$ cat src/rtl/ps2_regs_pkg.sv
// Shared definitions for the PS/2 host register front end.
// Assumes a word-addressed bus where word index = byte address >> 2.
package ps2_regs_pkg;
    typedef enum logic [2:0] {
        WIX_CTRL = 3'd0,
        WIX_STAT = 3'd1,
        WIX_DATA = 3'd2,
        WIX_DIV  = 3'd3,
        WIX_IRQS = 3'd4
    } word_ix_e;

    localparam int unsigned ST_TX_EMPTY = 6;
    localparam int unsigned ST_RX_FULL  = 4;
    localparam int unsigned ST_RX_PAR   = 2;
    localparam int unsigned CR_RX_IE    = 4;
    localparam int unsigned CR_TX_IE    = 3;
    localparam int unsigned BYTE_W      = 8;
    localparam int unsigned ID_COUNT    = 8;
endpackage

$ cat src/rtl/ps2_bus_decode.sv
// Address decoder: turns one bus cycle into per-register strobes.
// Assumes the identification window is the top 32 bytes of a 2**ADDR_W region.
module ps2_bus_decode
    import ps2_regs_pkg::*;
#(
    parameter int unsigned ADDR_W = 12
) (
    input  logic              sel,
    input  logic              wr,
    input  logic [ADDR_W-1:0] addr,
    output logic              rd_any,
    output logic              wr_ctrl,
    output logic              wr_data,
    output logic              wr_div,
    output logic              rd_data,
    output logic              id_hit,
    output logic [2:0]        id_idx,
    output logic [2:0]        word_lo,
    output logic              bad_acc
);
    localparam int unsigned WORD_W = ADDR_W - 2;

    logic [WORD_W-1:0] word;
    logic              known;
    logic              unused_addr;

    assign word        = addr[ADDR_W-1:2];
    assign unused_addr = ^addr[1:0];

    // Classify the access against the register map.
    always_comb begin
        id_hit  = &addr[ADDR_W-1:5];
        id_idx  = addr[4:2];
        word_lo = word[2:0];
        known   = (word <= WORD_W'(WIX_IRQS)) || id_hit;
        rd_any  = sel && !wr;
        wr_ctrl = sel && wr && (word == WORD_W'(WIX_CTRL));
        wr_data = sel && wr && (word == WORD_W'(WIX_DATA));
        wr_div  = sel && wr && (word == WORD_W'(WIX_DIV));
        rd_data = sel && !wr && (word == WORD_W'(WIX_DATA));
        bad_acc = sel && !known;
    end
endmodule

$ cat src/rtl/ps2_rx_hold.sv
// Receive holder: keeps the newest device byte, the pending flag and the
// byte last handed to the host, plus the live parity of that last byte.
// Assumes consume is asserted only for a data-register read.
module ps2_rx_hold
    import ps2_regs_pkg::*;
(
    input  logic              clk,
    input  logic              rst_n,
    input  logic              rx_valid,
    input  logic [BYTE_W-1:0] rx_byte,
    input  logic              consume,
    output logic              pending,
    output logic [BYTE_W-1:0] read_val,
    output logic              last_par
);
    logic [BYTE_W-1:0] held_q;
    logic [BYTE_W-1:0] last_q;
    logic              pend_q;

    // Capture new bytes, hand the held byte over on a consuming read.
    always_ff @(posedge clk) begin
        if (!rst_n) begin
            held_q <= '0;
            last_q <= '0;
            pend_q <= 1'b0;
        end else begin
            if (consume && pend_q)
                last_q <= held_q;
            if (rx_valid) begin
                held_q <= rx_byte;
                pend_q <= 1'b1;
            end else if (consume) begin
                pend_q <= 1'b0;
            end
        end
    end

    // Fold the last byte onto itself by halving shifts down to one bit.
    always_comb begin
        logic [BYTE_W-1:0] f;
        f = last_q;
        for (int s = BYTE_W / 2; s >= 1; s = s / 2)
            f = f ^ (f >> s);
        last_par = f[0];
    end

    assign pending  = pend_q;
    assign read_val = pend_q ? held_q : last_q;

    AST_PEND_ON_RX: assert property (@(posedge clk) disable iff (!rst_n)
        rx_valid |=> pending);
    AST_PEND_CLEARS: assert property (@(posedge clk) disable iff (!rst_n)
        (consume && !rx_valid) |=> !pending);
    AST_LAST_STABLE: assert property (@(posedge clk) disable iff (!rst_n)
        !consume |=> $stable(last_par));
endmodule

$ cat src/rtl/ps2_id_window.sv
// Identification window: selects one of eight constant bytes.
// Assumes byte k of ID_VALUE sits at bits 8k+7:8k.
module ps2_id_window
    import ps2_regs_pkg::*;
#(
    parameter logic [ID_COUNT*BYTE_W-1:0] ID_VALUE = 64'hC3A55A3C00172D4E
) (
    input  logic [2:0]        idx,
    output logic [BYTE_W-1:0] id_byte
);
    logic [BYTE_W-1:0] bytes [ID_COUNT];

    for (genvar k = 0; k < ID_COUNT; k++) begin : g_id
        assign bytes[k] = ID_VALUE[k*BYTE_W +: BYTE_W];
    end

    // Pick the addressed byte.
    assign id_byte = bytes[idx];
endmodule

$ cat src/rtl/ps2_host_regs.sv
// PS/2 host port register front end: control, status, data, divisor,
// interrupt status and an identification window on a word-addressed bus.
// Assumes single-cycle bus accesses; read data returns one cycle later.
module ps2_host_regs
    import ps2_regs_pkg::*;
#(
    parameter int unsigned ADDR_W = 12,
    parameter int unsigned DATA_W = 32,
    parameter int unsigned CTRL_W = 8,
    parameter int unsigned DIV_W  = 8,
    parameter logic [ID_COUNT*BYTE_W-1:0] ID_VALUE = 64'hC3A55A3C00172D4E
) (
    input  logic              clk,
    input  logic              rst_n,
    input  logic              bus_sel,
    input  logic              bus_wr,
    input  logic [ADDR_W-1:0] bus_addr,
    input  logic [DATA_W-1:0] bus_wdata,
    output logic [DATA_W-1:0] bus_rdata,
    output logic              bus_err,
    input  logic              dev_rx_valid,
    input  logic [7:0]        dev_rx_byte,
    output logic              dev_tx_stb,
    output logic [7:0]        dev_tx_byte,
    output logic              irq
);
    localparam int unsigned CPAD = DATA_W - CTRL_W;
    localparam int unsigned DPAD = DATA_W - DIV_W;
    localparam int unsigned BPAD = DATA_W - BYTE_W;

    logic              rd_any, wr_ctrl, wr_data, wr_div, rd_data, id_hit, bad_acc;
    logic [2:0]        id_idx, word_lo;
    logic              pending, last_par;
    logic [BYTE_W-1:0] rx_val, id_byte;
    logic [CTRL_W-1:0] ctrl_q;
    logic [DIV_W-1:0]  div_q;
    logic [DATA_W-1:0] rd_mux;
    logic              unused_wdata;

    assign unused_wdata = ^bus_wdata;

    ps2_bus_decode #(.ADDR_W(ADDR_W)) u_dec (
        .sel(bus_sel), .wr(bus_wr), .addr(bus_addr),
        .rd_any(rd_any), .wr_ctrl(wr_ctrl), .wr_data(wr_data), .wr_div(wr_div),
        .rd_data(rd_data), .id_hit(id_hit), .id_idx(id_idx),
        .word_lo(word_lo), .bad_acc(bad_acc)
    );

    ps2_rx_hold u_rx (
        .clk(clk), .rst_n(rst_n),
        .rx_valid(dev_rx_valid), .rx_byte(dev_rx_byte), .consume(rd_data),
        .pending(pending), .read_val(rx_val), .last_par(last_par)
    );

    ps2_id_window #(.ID_VALUE(ID_VALUE)) u_id (
        .idx(id_idx), .id_byte(id_byte)
    );

    // Store control and divisor words.
    always_ff @(posedge clk) begin
        if (!rst_n) begin
            ctrl_q <= '0;
            div_q  <= '0;
        end else begin
            if (wr_ctrl) ctrl_q <= bus_wdata[CTRL_W-1:0];
            if (wr_div)  div_q  <= bus_wdata[DIV_W-1:0];
        end
    end

    // Select read data for the addressed register.
    always_comb begin
        rd_mux = '0;
        if (bad_acc) begin
            rd_mux = '0;
        end else if (id_hit) begin
            rd_mux = {{BPAD{1'b0}}, id_byte};
        end else begin
            case (word_ix_e'(word_lo))
                WIX_CTRL: rd_mux = {{CPAD{1'b0}}, ctrl_q};
                WIX_STAT: begin
                    rd_mux[ST_TX_EMPTY] = 1'b1;
                    rd_mux[ST_RX_FULL]  = pending;
                    rd_mux[ST_RX_PAR]   = last_par;
                end
                WIX_DATA: rd_mux = {{BPAD{1'b0}}, rx_val};
                WIX_DIV:  rd_mux = {{DPAD{1'b0}}, div_q};
                WIX_IRQS: rd_mux = {{(DATA_W-2){1'b0}}, 1'b1, pending};
                default:  rd_mux = '0;
            endcase
        end
    end

    // Register read data, error pulse and transmit strobe.
    always_ff @(posedge clk) begin
        if (!rst_n) begin
            bus_rdata   <= '0;
            bus_err     <= 1'b0;
            dev_tx_stb  <= 1'b0;
            dev_tx_byte <= '0;
        end else begin
            if (rd_any) bus_rdata <= rd_mux;
            bus_err    <= bad_acc;
            dev_tx_stb <= wr_data && !bad_acc;
            if (wr_data) dev_tx_byte <= bus_wdata[BYTE_W-1:0];
        end
    end

    // Combine receive and transmit interrupt sources.
    assign irq = (pending && ctrl_q[CR_RX_IE]) || ctrl_q[CR_TX_IE];

    AST_TX_IRQ_FORCE: assert property (@(posedge clk) disable iff (!rst_n)
        (wr_ctrl && bus_wdata[CR_TX_IE]) |=> irq);
    AST_TX_STB_SRC: assert property (@(posedge clk) disable iff (!rst_n)
        dev_tx_stb |-> $past(bus_sel && bus_wr && (bus_addr[ADDR_W-1:2] == (ADDR_W-2)'(WIX_DATA))));
    AST_ERR_SRC: assert property (@(posedge clk) disable iff (!rst_n)
        bus_err |-> $past(bus_sel));
    AST_CTRL_HOLD: assert property (@(posedge clk) disable iff (!rst_n)
        !bus_sel |=> $stable(ctrl_q));
endmodule

$ cat config.mk
export PLATFORM = sky130hd
export DESIGN_NAME = ps2_host_regs
export DESIGN_NICKNAME = d
export VERILOG_FILES = /design/src/rtl/ps2_regs_pkg.sv /design/src/rtl/ps2_bus_decode.sv /design/src/rtl/ps2_rx_hold.sv /design/src/rtl/ps2_id_window.sv /design/src/rtl/ps2_host_regs.sv
export SDC_FILE = /design/constraint.sdc
export NUM_CORES = 1
export LEC_CHECK = 0
export CORE_MARGIN = 1
export CORE_UTILIZATION = 59
export CTS_CLUSTER_DIAMETER = 50
export DETAILED_ROUTE_END_ITERATION = 12
export DONT_BUFFER_PORTS = 1
export PLACE_DENSITY = 0.82
export SYNTH_ARGS = -nofsm -noshare
export SYNTH_HDL_FRONTEND = slang
export SYNTH_SLANG_ARGS = --single-unit
$ cat constraint.sdc
create_clock -name clk -period 4 [get_ports clk]
set_input_delay 0.4 -clock clk [delete_from_list [all_inputs] [get_ports clk]]
set_output_delay 0.4 -clock clk [all_outputs]
set_load 0.005 [all_outputs]
==> metrics, run 1 <==
Pint 0.7386 mW; Detail Route Antenna Nets 0; synth unique cells 49; number of global-route vias before repair 1768; final setup vio count 0; Mapped Cells 285; Seq/Total Area, Yosys 38.93%; Cell Area, Synth 2623 sq um; H-tree lvl count 2; largest net degree at the start of global routing 45; first-pass GRT wire length 8.024 mm; drt initial violations 128; Fin. Hold Viols 0; xor/xnor cell area share of the yosys netlist 2.338%; Post-synth top flop dfxtp_1; RSZ-0062 raised after global routing no; Slew Viols, Final 0; proportion of synthesized area in mux cells 18.13%; Vias 1931; Root Buffer clkbuf_8; die area 4716 sq um; Sequential Power Share 54.6%; Setup crit end kind flop; DP HPWL 3.540 mm; First-pass DRT Iterations 4; clk slew on worst S/H paths 0.09 ns; grt ovf 0; Routability Congestion 0.8086; Mapped Avg Cell Area 9.202 sq um; max_slew headroom 44.45%; Worst Path Max Fanout 13; die width 68.67 microns; DP Cell Count 320; Total GRT Usage 23.26%; outcome finished, final reports clean; Core ar. 4144 sq um; final core utilization 64.22%; # DRC 0; clk_lat worst skew 0.31 ns; crit path kind flop to flop; layout cells sized above 1 7.554%; Synth Area in Compound Gates 11.12%; max-cap violations 0; most frequent cells in the layout nor2_1, dfxtp_1, mux2i_1, conb_1, a21oi_1; sw frac 22.54%; Setup Buffers After CTS 0; Initial Util 63.29%; area delta synth->final 1.479%; Min Hold Slack 0.1877 ns; Longest Clk Path Bufs 2; register bit total from synthesis 51; WL final 5.069 mm; Max Freq 0.4852 GHz; setup_tns 0 ns; fill cell count 365; Yosys warning total 0; Switch Pwr 0.2150 mW; Reg2Reg Setup Slack 1.94 ns; I/O Buffers 0; WP data required 4.20 ns; Post-Synth Simple-Gate Area 17.27%; Via density 5.887; Leak 1.311 nW; Async SR Flop Fraction 0%; Tmin final 2.061 ns; Comb pwr share 5.4%; CTS tree yes; arrival time at the worst endpoint 2.26 ns; worst vdd ir 0.2532 mV; initial antenna violation count 0; post-route clock period utilization 51.53%; startpoint types flop; ant diodes 0; Core Rows 23; boundary pin count 100; skew final 0.006084 ns; nets 339; chip height 68.67 microns; Worst Tran Pin Value 0.8303 ns; Clk network pwr share 39.9%; post-CTS sizing 0; Hold Path Class input pin to flop; setup ws final 1.939 ns; Post-synth EDFFs 0; Post-Layout Cell Count 328; Num CTS Buffers 5; main combinational cell family by area after synthesis multiplexers; clk sinks 51; cts hold-fix bufs 0; pwr dens 358.3 nW/um^2; Wirelength per Cell 15.45 microns; Post-Synth Adder-Cell Area 2.385%; pre-CTS WS 1.884 ns
## critical path, cell delays in order (launching register included)
cell and delay, ns:
dfxtp_1 0.70, mux2_2 0.43, a222oi_1 0.33, a2111oi_0 0.15, a211oi_1 0.24, o21ai_0 0.10
## cell usage after synthesis (all sizes together), types with 2 or more instances
master	n	area share, %
a211oi	3	0.86
a21o	3	0.91
a21oi	10	1.9
a222oi	4	1.5
a32o	2	0.76
and3	4	0.95
buf	27	7.4
clkbuf	12	1.7
dfxtp	51	39
ha	5	2.4
inv	3	0.43
mux2	4	1.7
mux2i	43	16
nand2	9	2.1
nand2b	2	0.48
nand3	7	1.3
nand4	2	0.72
nor2	51	7.3
nor3	4	0.76
o211ai	3	0.86
o21ai	8	1.5
xnor2	6	2.0
## cell type report
| class | count | area [sq um] | share of cell area, % |
|---|---|---|---|
| Tap cell | 50 | 62.56 | 2.351 |
| Timing Repair Buffer | 1 | 7.507 | 0.2821 |
| Clock buffer | 6 | 82.58 | 3.103 |
| Clock inverter | 2 | 38.79 | 1.457 |
| Sequential cell | 51 | 1021 | 38.36 |
| Multi-Input combinational cell | 214 | 1434 | 53.88 |
| Inverter | 4 | 15.01 | 0.5642 |
## worst paths after layout
path / to / startpoint / cells after the start
max: bus_rdata[0] / u_rx.pending / 5
min: bus_rdata[6] / bus_addr[4] / 1
max reg2reg: bus_rdata[0] / u_rx.pending / 5
min reg2reg: bus_rdata[7] / bus_rdata[7] / 2
## sequential cells by signal, summed over array words and instances (netlist names)
| name | flops |
|---|---|
| bus_err | 1 |
| bus_rdata | 8 |
| ctrl_q | 8 |
| dev_tx_byte | 8 |
| dev_tx_stb | 1 |
| div_q | 8 |
| u_rx.held_q | 8 |
| u_rx.last_q | 8 |
| u_rx.pending | 1 |
## logic make-up (layout without fill, tap and decap cells)
logic type,Yosys count,after routing
flops,51,51
fa+ha+maj,5,5
mux,47,47
xor+xnor,7,7
other cells,1,24
compound gates,42,42
buf+inv,43,13
simple gates,89,89
## power groups by stage
stage	Combinational (mW)	Sequential (mW)	Clock [mW]
CTS	0.0518	0.521	0.385
global placement	0.0504	0.532	0
floorplan	0.0678	0.529	0
global route	0.0592	0.522	0.408
finish	0.0519	0.521	0.381
detailed placement	0.0511	0.533	0
## stage by stage
stage,instance area (sq um),power (mW)
after floorplan,2709,0.5965
after global placement,2540,0.5828
after detailed placement,2540,0.5837
after CTS,2661,0.9579
after global routing,2661,0.9894
final,2661,0.9536
## per-layer routing
metal / track usage [%] / part of all wire (%)
met2: 38.11 / 48
met5: 0 / 0
met1: 28.50 / 43
met3: 6.579 / 6.4
met4: 9.375 / 2.1
Power figures use the tool's default switching activity.
==> run 2, diff against run 1 <==
- CORE_UTILIZATION: 59 -> 57
- clock period: 4 -> 1.84 ns (I/O delays scaled with it)
==> metrics, run 2 (synthesized netlist as in run 1, its figures left out) <==
outcome finished, final reports clean; WP data required 2.05 ns; arrival time at the worst endpoint 1.92 ns; DP HPWL 3.569 mm; CTS tree yes; Worst Path Max Fanout 8; WL final 5.112 mm; Setup Buffers After CTS 0; post-route clock period utilization 92.72%; Root Buffer clkbuf_8; RSZ-0062 raised after global routing no; Vias 1973; Hold Path Class input pin to flop; die area 4876 sq um; H-tree lvl count 2; skew final 0.006321 ns; number of global-route vias before repair 1778; die width 69.83 microns; chip height 69.83 microns; # DRC 0; Wirelength per Cell 14.86 microns; Core ar. 4384 sq um; boundary pin count 100; Routability Congestion 0.8600; clk_lat worst skew 0.32 ns; startpoint types flop; setup ws final 0.1339 ns; Slew Viols, Final 0; setup_tns 0 ns; max_slew headroom 66.44%; Max Freq 0.5861 GHz; commonest non-fill, non-tap cell in the layout nor2_1; layout cells sized above 1 10.27%; Fin. Hold Viols 0; Initial Util 59.82%; Detail Route Antenna Nets 0; Num CTS Buffers 5; final setup vio count 0; Leak 1.357 nW; most frequent cells in the layout nor2_1, dfxtp_1, mux2i_1, conb_1; Total GRT Usage 21.63%; Via density 5.735; Worst Tran Pin Value 0.4971 ns; I/O Buffers 0; first-pass GRT wire length 8.328 mm; grt ovf 0; pwr dens 700.0 nW/um^2; crit path kind flop to flop; drt initial violations 176; area delta synth->final 4.867%; clk slew on worst S/H paths 0.09 ns; Tmin final 1.706 ns; ant diodes 0; initial antenna violation count 0; First-pass DRT Iterations 4; Longest Clk Path Bufs 2; nets 353; max-cap violations 0; pre-CTS WS 0.08102 ns; Setup crit end kind flop; largest net degree at the start of global routing 43; worst vdd ir 0.5403 mV; clk sinks 51; Core Rows 24
==> run 2: cell count changes in the layout (fill, tap and decap cells not counted), sizes merged <==
cell,previous run,this run
dlygate4sd3,0,5
bufinv,1,0
clkinvlp,0,1
buf,1,10
==> run 2: worst max-delay path, cell delays in order (launching register included) <==
cell	delay, ns
dfxtp_2	0.44
mux2_2	0.36
a222oi_1	0.37
nor3_1	0.10
o211ai_1	0.24
a21oi_1	0.09
==> run 2: cell type report <==
class / instances / area (sq um)
tap: 52 / 65.06
clock inverter: 2 / 16.27
fill: 373 / 1634
clock buffer: 6 / 72.57
sequential: 51 / 1022
multi-input combinational: 214 / 1434
inverter: 4 / 15.01
timing repair buffer: 15 / 125.1
==> run 2: worst paths after layout <==
check / startpoint / end / slack (ns) / depth (start not counted)
worst min-delay path: rst_n / bus_rdata[1] / 0.007 / 2
worst max-delay path: u_rx.pending / bus_rdata[7] / 0.13 / 5
worst min register to register: bus_rdata[7] / bus_rdata[7] / 0.47 / 2
worst max register to register: u_rx.pending / bus_rdata[7] / 0.13 / 5
==> run 2: metrics by stage <==
step / cells / util (%) / hold WS, ns / instance area, sq um / power (mW)
final: 344 / 62.73 / 0.007192 / 2750 / 1.925
after global routing: 344 / 62.73 / 0.002473 / 2750 / 1.997
after CTS: 344 / 62.70 / 0.003213 / 2749 / 1.937
after detailed placement: 331 / 59.53 / 0.2983 / 2610 / 1.278
after global placement: 331 / 59.53 / 0.2960 / 2610 / 1.276
after floorplan: 308 / - / 0.3032 / 2709 / 1.297
==> run 2: routing by layer <==
| layer | track usage [%] | vias up | share of wire [%] |
|---|---|---|---|
| met5 | 0 | - | 0 |
| met4 | 6.889 | 0 | 1.7 |
| met3 | 8.866 | 9 | 8.4 |
| met2 | 33.01 | 74 | 46 |
| met1 | 27.77 | 929 | 44 |
| li1 | - | 961 | - |
==> run 2: where the power goes <==
part	switching (mW)	leakage, nW	internal, mW
combinational	0.0789	0.902	0.0563
clock	0.387	0.0418	0.274
sequential	0.0129	0.413	1.12
total	0.479	1.36	1.45
==> run 2: repair_timing <==
| item | CTS | global route |
|---|---|---|
| setup endpoints to repair | 0 | 3 |
| resized for setup | 0 | 1 |
| hold buffers | 5 | 0 |
| endpoints found under the hold margin | 6 | 0 |
==> run 3, diff against run 2 <==
- GPL_TIMING_DRIVEN: unset -> 1
- SYNTH_HIERARCHICAL: unset -> 1
==> metrics, run 3 <==
hold_sp rst_n; layout cells sized above 1 12.42%; Detail Route Antenna Nets 0; final setup vio count 0; I/O Buffers 0; Leak 1.085 nW; Cell Area, Synth 2894 sq um; Core ar. 4817 sq um; Hold Path Class input pin to flop; Reg2Reg Launch Point u_rx/pending; First-pass DRT Iterations 4; Worst Tran Pin Value 0.7065 ns; Post-synth EDFFs 0; Worst Path Max Fanout 4; skew final 0.01377 ns; most common cell in the synthesized netlist dfxtp_1; Min Hold Slack 0.008380 ns; Wirelength per Cell 15.59 microns; critical path launch point bus_addr[6]; commonest non-fill, non-tap cell in the layout dfxtp_1; Worst Reg2Reg Path Length in Cells 4; Fin. Hold Viols 0; startpoint types input pin; Core Rows 25; setup ws final 0.1628 ns; DP HPWL 3.770 mm; post-route clock period utilization 91.15%; # DRC 0; Tmin final 1.677 ns; grt ovf 0; most frequent cells in the layout dfxtp_1, mux2i_1, nor2b_1, conb_1, nand2_1; Hold Crit Depth 1; Yosys top cell by area dfxtp_1; Yosys top cell area share 35.28%; number of global-route vias before repair 1824; drt initial violations 162; H-tree lvl count 2; Longest Clk Path Bufs 2; clk_lat worst skew 0.31 ns; Via density 5.507; Root Buffer clkbuf_8; boundary pin count 100; max_slew headroom 52.80%; power after layout 2.099 mW; RSZ-0062 raised after global routing no; Initial Util 60.08%; synth unique cells 48; pre-CTS WS 0.02326 ns; first-pass GRT wire length 8.783 mm; setup_tns 0 ns; die width 73.26 microns; arrival time at the worst endpoint 1.88 ns; Post-Layout Cell Count 365; nets 358; DP Cell Count 351; final core utilization 61.79%; clk sinks 51; chip height 73.26 microns; CTS tree yes; crit path kind input pin to flop; Slew Viols, Final 0; max-cap violations 0; WP data required 2.05 ns; Setup crit end kind flop; Routability Congestion 0.7851; Mapped Avg Cell Area 9.615 sq um; Post-synth top flop dfxtp_1; final instance area 2977 sq um; placed inst area 2790 sq um; initial antenna violation count 0; pwr dens 705.3 nW/um^2; Num CTS Buffers 5; die area 5366 sq um; Vias 2010; largest cells by area after synthesis dfxtp_1, mux2i_1, buf_4, nor2b_1, mux2_2; most frequent cells after synthesis dfxtp_1, mux2i_1, nor2b_1; outcome finished, final reports clean; Total GRT Usage 21.88%; Yosys warning total 6; clk slew on worst S/H paths 0.10 ns; Seq/Total Area, Yosys 35.28%; largest net degree at the start of global routing 30; register bit total from synthesis 51; ant diodes 0; area delta synth->final 2.853%; Max Freq 0.5962 GHz; Async SR Flop Fraction 0%; Mapped Cells 301; WL final 5.692 mm; worst vdd ir 0.5644 mV
## run 3: cell types whose count changed in the layout (fill, tap and decap cells not counted), sizes merged, moves of 3 or more
cell    previous run  this run
mux2               4        18
a222oi             4         0
nor2              51         5
a21boi             0         9
a211oi             3         0
and3               4         0
nand2              9        23
nor4               1         4
mux2i             43        37
a41oi              1         5
nand3              7        11
nor2b              1        35
a21oi             10         1
## run 3: what timing repair did
| action | 4_1_cts | 5_1_grt |
|---|---|---|
| hold buffers | 3 | 1 |
| buffers inserted | 0 | 2 |
| hold endpoints to repair | 18 | 1 |
| resized for setup | 0 | 2 |
| setup endpoints to repair | 0 | 1 |
## run 3: worst paths after layout
check,endpoint,slack [ns]
worst max-delay path,u_rx/pending,0.16
worst max register to register,bus_rdata[0],0.24
worst min register to register,u_rx/last_q[1],0.51
worst min-delay path,dev_tx_byte[2],0.008
## run 3: cells by family (layout without fill, tap and decap cells)
logic type / count (synthesis) / in the layout / synth area share, %
compound gates: 32 / 32 / 8.041
xor+xnor: 7 / 7 / 2.119
fa+ha+maj: 4 / 4 / 1.729
buf+inv: 52 / 26 / 12.15
flops: 51 / 51 / 35.28
mux: 55 / 55 / 20.32
other cells: 1 / 24 / 0.1296
simple gates: 99 / 99 / 20.23
## run 3: worst max-delay path: stages
cell	delay [ns]
nor4_4	0.29
nand4b_2	0.21
nor4_2	0.25
buf_4	0.18
nor2b_1	0.05
o21a_1	0.17
dlygate4sd3_1	0.55
## run 3: final cells by class
| type | count | area, sq um |
|---|---|---|
| multi-input cells | 221 | 1629 |
| clock inverters | 3 | 47.55 |
| flip-flops and latches | 51 | 1021 |
| well taps | 67 | 83.83 |
| inverters | 5 | 18.77 |
| repair buffers | 13 | 107.6 |
| fillers | 401 | 1841 |
| clock buffers | 5 | 68.82 |
## run 3: where the power goes
| group | switching (mW) | internal, mW | total, mW | leakage [nW] |
|---|---|---|---|---|
| clock network | 0.390 | 0.412 | 0.802 | 0.0587 |
| registers | 0.0157 | 1.12 | 1.14 | 0.414 |
| logic | 0.0707 | 0.0864 | 0.157 | 0.613 |
| total | 0.476 | 1.62 | 2.10 | 1.09 |
## run 3: metal layers
layer | vias to the layer above | global-route usage, % | share of wire (%)
li1 | 982 | - | -
met1 | 934 | 28.78 | 46
met2 | 85 | 33.54 | 45
met3 | 9 | 6.722 | 7.2
met4 | 0 | 8.497 | 1.9
met5 | - | 0 | 0
